## src/rtl/burst_col_pkg.sv

```systemverilog
package burst_col_pkg;

  // Strobes from the control to the address datapath.
  typedef struct packed {
    logic load;     // capture start column and mode, clear beat index
    logic advance;  // step beat index by one
  } colStrobe_t;

endpackage

```

## src/rtl/burst_col_dp.sv

```systemverilog
module burst_col_dp
  import burst_col_pkg::*;
#(
  parameter int COL_W = 9,
  parameter int LEN_W = 3
) (
  input  logic             clk,
  input  logic             rstN,
  input  colStrobe_t       strobe,
  input  logic [COL_W-1:0] startCol,
  input  logic [LEN_W-1:0] modeLen,
  input  logic             modeInterleave,
  output logic [COL_W-1:0] colOut,
  output logic             lastBeat
);

  localparam int EXP_W = LEN_W - 1;

  logic [COL_W-1:0] startReg;
  logic [COL_W-1:0] beatReg;
  logic [LEN_W-1:0] lenReg;
  logic             ilvReg;

  logic             fullPage;
  logic [COL_W-1:0] fixedMask;
  logic [COL_W-1:0] blockMask;
  logic [COL_W-1:0] seqSum;
  logic             useXor;

  always_ff @(posedge clk or negedge rstN) begin
    if (!rstN) begin
      startReg <= '0;
      beatReg  <= '0;
      lenReg   <= '0;
      ilvReg   <= 1'b0;
    end else if (strobe.load) begin
      startReg <= startCol;
      beatReg  <= '0;
      lenReg   <= modeLen;
      ilvReg   <= modeInterleave;
    end else if (strobe.advance) begin
      beatReg  <= beatReg + COL_W'(1);
    end
  end

  // Top bit of the length code selects the open-ended row burst.
  assign fullPage  = lenReg[LEN_W-1];
  assign fixedMask = (COL_W'(1) << lenReg[EXP_W-1:0]) - COL_W'(1);
  assign blockMask = fullPage ? {COL_W{1'b1}} : fixedMask;
  assign seqSum    = startReg + beatReg;
  assign useXor    = ilvReg & ~fullPage;

  // Bits inside the burst block follow the ordering; bits above stay fixed.
  for (genvar i = 0; i < COL_W; i++) begin : g_colBit
    always_comb begin
      if (!blockMask[i])
        colOut[i] = startReg[i];
      else if (useXor)
        colOut[i] = startReg[i] ^ beatReg[i];
      else
        colOut[i] = seqSum[i];
    end
  end

  assign lastBeat = ~fullPage & (beatReg == fixedMask);

endmodule

```

## src/rtl/burst_col_ctl.sv

```systemverilog
module burst_col_ctl
  import burst_col_pkg::*;
(
  input  logic       clk,
  input  logic       rstN,
  input  logic       clkEn,
  input  logic       cmdRw,
  input  logic       cmdStop,
  input  logic       lastBeat,
  output colStrobe_t strobe,
  output logic       colValid,
  output logic       burstDone
);

  logic active;
  logic endNow;

  assign endNow = clkEn & active & ~cmdRw & (cmdStop | lastBeat);

  always_comb begin
    strobe.load    = clkEn & cmdRw;
    strobe.advance = clkEn & active & ~cmdRw & ~endNow;
  end

  always_ff @(posedge clk or negedge rstN) begin
    if (!rstN)
      active <= 1'b0;
    else if (strobe.load)
      active <= 1'b1;
    else if (endNow)
      active <= 1'b0;
  end

  assign colValid  = active;
  assign burstDone = endNow;

endmodule

```

## src/rtl/burst_col_seq.sv

```systemverilog
module burst_col_seq
  import burst_col_pkg::*;
#(
  parameter int COL_W = 9,
  parameter int LEN_W = 3
) (
  input  logic             clk,
  input  logic             rstN,
  input  logic             clkEn,
  input  logic             cmdRw,
  input  logic             cmdStop,
  input  logic [COL_W-1:0] startCol,
  input  logic [LEN_W-1:0] modeLen,
  input  logic             modeInterleave,
  output logic [COL_W-1:0] colOut,
  output logic             colValid,
  output logic             burstDone
);

  colStrobe_t strobe;
  logic       lastBeat;

  burst_col_ctl u_ctl (
    .clk       (clk),
    .rstN      (rstN),
    .clkEn     (clkEn),
    .cmdRw     (cmdRw),
    .cmdStop   (cmdStop),
    .lastBeat  (lastBeat),
    .strobe    (strobe),
    .colValid  (colValid),
    .burstDone (burstDone)
  );

  burst_col_dp #(
    .COL_W (COL_W),
    .LEN_W (LEN_W)
  ) u_dp (
    .clk            (clk),
    .rstN           (rstN),
    .strobe         (strobe),
    .startCol       (startCol),
    .modeLen        (modeLen),
    .modeInterleave (modeInterleave),
    .colOut         (colOut),
    .lastBeat       (lastBeat)
  );

endmodule

```

## config.mk

```make
export PLATFORM = sky130hd
export DESIGN_NAME = burst_col_seq
export DESIGN_NICKNAME = d
export VERILOG_FILES = /design/src/rtl/burst_col_pkg.sv /design/src/rtl/burst_col_dp.sv /design/src/rtl/burst_col_ctl.sv /design/src/rtl/burst_col_seq.sv
export SDC_FILE = /design/constraint.sdc
export NUM_CORES = 1
export LEC_CHECK = 0
export BUFFER_PORTS_ARGS = -buffer_cell sky130_fd_sc_hd__clkbuf_2
export CAP_MARGIN = 0
export CORE_UTILIZATION = 50
export DETAILED_ROUTE_END_ITERATION = 8
export PLACE_DENSITY = 0.77
export SLEW_MARGIN = 0
export SYNTH_ARGS = -nofsm -noshare
export SYNTH_HDL_FRONTEND = slang
export SYNTH_SLANG_ARGS = --single-unit
```

## constraint.sdc

```tcl
create_clock -name clk -period 3.2 [get_ports clk]
set_input_delay 0.32 -clock clk [delete_from_list [all_inputs] [get_ports clk]]
set_output_delay 0.32 -clock clk [all_outputs]
set_load 0.05 [all_outputs]
```

==> results.md <==
- Total inserted antenna cells: 0
- Count of pins on the block boundary: 29
- Required time at the worst-slack endpoint: 2.88 ns
- Largest incremental delay on the critical path: 0.47 ns
- Critical Path Fanout Max: 8
- Via density: 5.784
- Endpoints failing hold: 0
- Cell area after layout: 2006 um^2
- Initial Util: 0.5264
- Maximum clock frequency: 328.9 MHz
- Filler cell count in the final layout: 319
- Syn Std Cell Area: 1784 um^2
- Total routed wirelength: 4158 um
- Final routed wire length divided by cell count: 14.24 um
- Cell-by-cell trace of the critical path: ha_1, fa_2, a211oi_2, nor2_1, o211ai_1, mux2i_1, xnor2_1, buf_4
- Instance count of the mapped netlist: 220
- Vias in the first global route: 1477
- First-pass iteration count of the detailed router: 4
- Share of cells above drive strength 1: 0.1992
- Clock transition at the register clock pins on the worst setup and hold paths after CTS: 0.14 ns
- Sequential area share after synthesis: 0.3226
- CP Class: reg2out
- CP max-delay cell: dfrtp_2
- Count of H-tree levels built during CTS: 1
- Final sum of negative setup slack: 0 ns
- Area added between synthesis and finish: 12.41%
- Slew margin rel.: 0.4998
- Overall fraction of global-route tracks in use: 0.2438
- Overflow after GRT: 0
- Hold wc startpoint: modeLen[0]
- Count of antenna-violating nets left after detailed routing: 0
- Max clock buf depth: 2
- Levels on crit path: 8
- Post-Synthesis Net Count: 250
- Worst hold path cell count: 3
- GP Congestion: 0.8876
- Critical path launch point type: register
- Unique cell type count in the Yosys netlist: 46
- Number of nets in the layout: 277
- Post-route setup slack: 0.1600 ns
- Die X: 61.74 um
- Iter 0 DRT Violations: 82
- Met1 routed wirelength after detailed routing: 1989 um
- Clock network latency to the later pin of the worst-skew pair: 0.32 ns
- Power per Cell Area: 446.7 nW/um^2
- Destination of the worst hold path: u_dp.lenReg[0]
- Inst Count DP: 286
- Highest metal layer used by the detailed router: met4
- Metal3 WL: 163 um
- Post-route DRC: 0
- Largest vdd supply drop: 0.2255 mV
- Clock root buffer master: clkbuf_4
- Fraction of registers with async set or reset after synthesis: 1.000
- Class of the worst hold path: in2reg
- Post-route clock period utilization: 0.9500
- Initial antenna violation count: 0
- Count of max-cap constraint violations: 0
- Core ar.: 3390 um^2
- # clock sinks: 23
- Static leakage power: 0.0009912 uW
- Number of buffers and inverters on the critical path: 1
- Wire length of the first global-routing pass: 6817 um
- Worst-margin pin slew: 0.7503 ns
- Endpoints failing setup: 0
- Minimum period implied by the final worst setup slack: 3.040 ns
- Final clock skew: 0.001530 ns
- Die Footprint: 3811 um^2
- Total vias in the final route: 1689
- Sum of net half-perimeters after detailed placement: 3046 um
- Crit-path leading delay family: adder cells
- Status: completed
- Reg-to-reg critical path endpoint: u_dp.beatReg[1]
- Worst R2R Start: u_dp.lenReg[1]
- Dominant synthesized flop cell: dfrtp_1
- Data arrival, critical path: 2.72 ns
- Pre-CTS WS: 0.3231 ns
- Number of max-slew violations in the final report: 0
- CTS tree: done
- Count of flip-flops with a built-in enable after synthesis: 0
- Synth warn: 0
- IO buf count: 28
- Met2 wire length: 1933 um
- Critical path capture point type: output pin
- TritonCTS buffer count: 3
- Synthesized area per cell: 8.110 um^2
- Final instance count without filler cells: 292
- Minimum setup slack among reg-to-reg paths: 0.90 ns
- Flop and latch count out of synthesis: 23
- Maximum number of pins on one net before global-route repair: 24
- Num rows: 21
- DIE HEIGHT: 61.74 um
- Placed Area: 1947 um^2
- Reg2Reg Depth: 8
repair_timing:
| item | in CTS | in global routing |
|---|---|---|
| setup buffers | 0 | 1 |
| resized for setup | 1 | 7 |
| pin swaps | 0 | 1 |
| hold endpoints to repair | 15 | 0 |
| endpoints found under the setup margin | 1 | 2 |
| hold buffers | 1 | 0 |
| gates cloned | 0 | 0 |
placed cells by master (no fill, tap or decap), drive strengths merged, types with 2 or more instances in the layout:
cell type,n
a211oi,4
a21oi,9
a31o,3
a31oi,2
and2,3
and3,3
buf,4
clkbuf,29
dfrtp,23
ha,11
inv,8
mux2,2
mux2i,5
nand2,50
nand2b,5
nand3,6
nor2,15
nor2b,5
nor3,4
o211ai,2
o21ai,17
o21bai,2
o22ai,3
or2,3
or3,2
xnor2,7
registers in the layout (all words and copies together) (netlist names):
register and flops:
u_dp.beatReg 9, u_ctl.colValid 1, u_dp.lenReg 3, u_dp.ilvReg 1, u_dp.startReg 9
cells by family (layout without fill, tap and decap cells):
| group | Yosys count | count (layout) | synth area share |
|---|---|---|---|
| adders and majority gates | 12 | 12 | 0.08836 |
| and+or+nand+nor | 102 | 102 | 0.2665 |
| AOI/OAI and AO/OA | 52 | 52 | 0.2069 |
| buffers and inverters | 17 | 43 | 0.04067 |
| xor gates and xnor gates | 7 | 7 | 0.03436 |
| DFF | 23 | 23 | 0.3226 |
| muxes | 7 | 7 | 0.04067 |
per-layer routing:
metal  track usage  vias to the layer above
met1        0.3491                      806
li1              -                      827
met3       0.02070                        7
met5             0                        -
met2        0.4025                       49
met4       0.05714                        0
synthesized netlist by cell type, drive strengths merged (4+ instances only):
cell | number | share of area
nor2b | 5 | 0.018
nand3 | 6 | 0.017
dfrtp | 23 | 0.32
nor3 | 4 | 0.011
inv | 8 | 0.017
nand2 | 50 | 0.11
a21oi | 9 | 0.025
o21ai | 17 | 0.048
ha | 11 | 0.077
clkbuf | 7 | 0.015
nor2 | 15 | 0.032
xnor2 | 7 | 0.034
a211oi | 4 | 0.024
mux2i | 5 | 0.028
nand2b | 5 | 0.018
per-stage QoR:
step	hold slack (ns)	utilization	total power, uW
3_3_place_gp	0.3506	0.5744	746.8
6_report	0.1764	0.5917	895.9
4_1_cts	0.1727	0.5869	898.4
2_1_floorplan	0.02441	-	664.0
5_1_grt	0.1784	0.5917	949.4
3_5_place_dp	0.3571	0.5744	753.8
final cells by class:
class	count	area, um^2	share of cell area
well taps	46	57.56	0.02870
inverters	8	30.03	0.01497
flip-flops and latches	23	576.8	0.2876
clock inverters	1	5.005	0.002495
multi-input cells	180	1146	0.5714
repair buffers	31	167.7	0.08359
clock buffers	3	22.52	0.01123
power by group:
| group | internal, uW | total (uW) | switching, uW |
|---|---|---|---|
| combinational | 137 | 401 | 265 |
| clock | 46.8 | 142 | 94.8 |
| sequential | 317 | 353 | 36.1 |
worst max path at each step:
stage,endpoint,start,slack [ns]
2_1_floorplan,colOut[8],u_dp.beatReg[0],0.26
4_1_cts,colOut[8],u_dp.beatReg[0],0.04
3_5_place_dp,colOut[8],u_dp.beatReg[0],0.32
5_1_grt,colOut[8],u_dp.beatReg[0],-0.02
6_report,colOut[8],u_dp.beatReg[0],0.16
3_3_place_gp,colOut[8],u_dp.beatReg[0],0.40
tightest hold or removal path, stage by stage:
cell	delay [ns]
clkbuf_2	0.07
nand2_1	0.04
nand2_1	0.04
(Power assumes the default switching activity.)
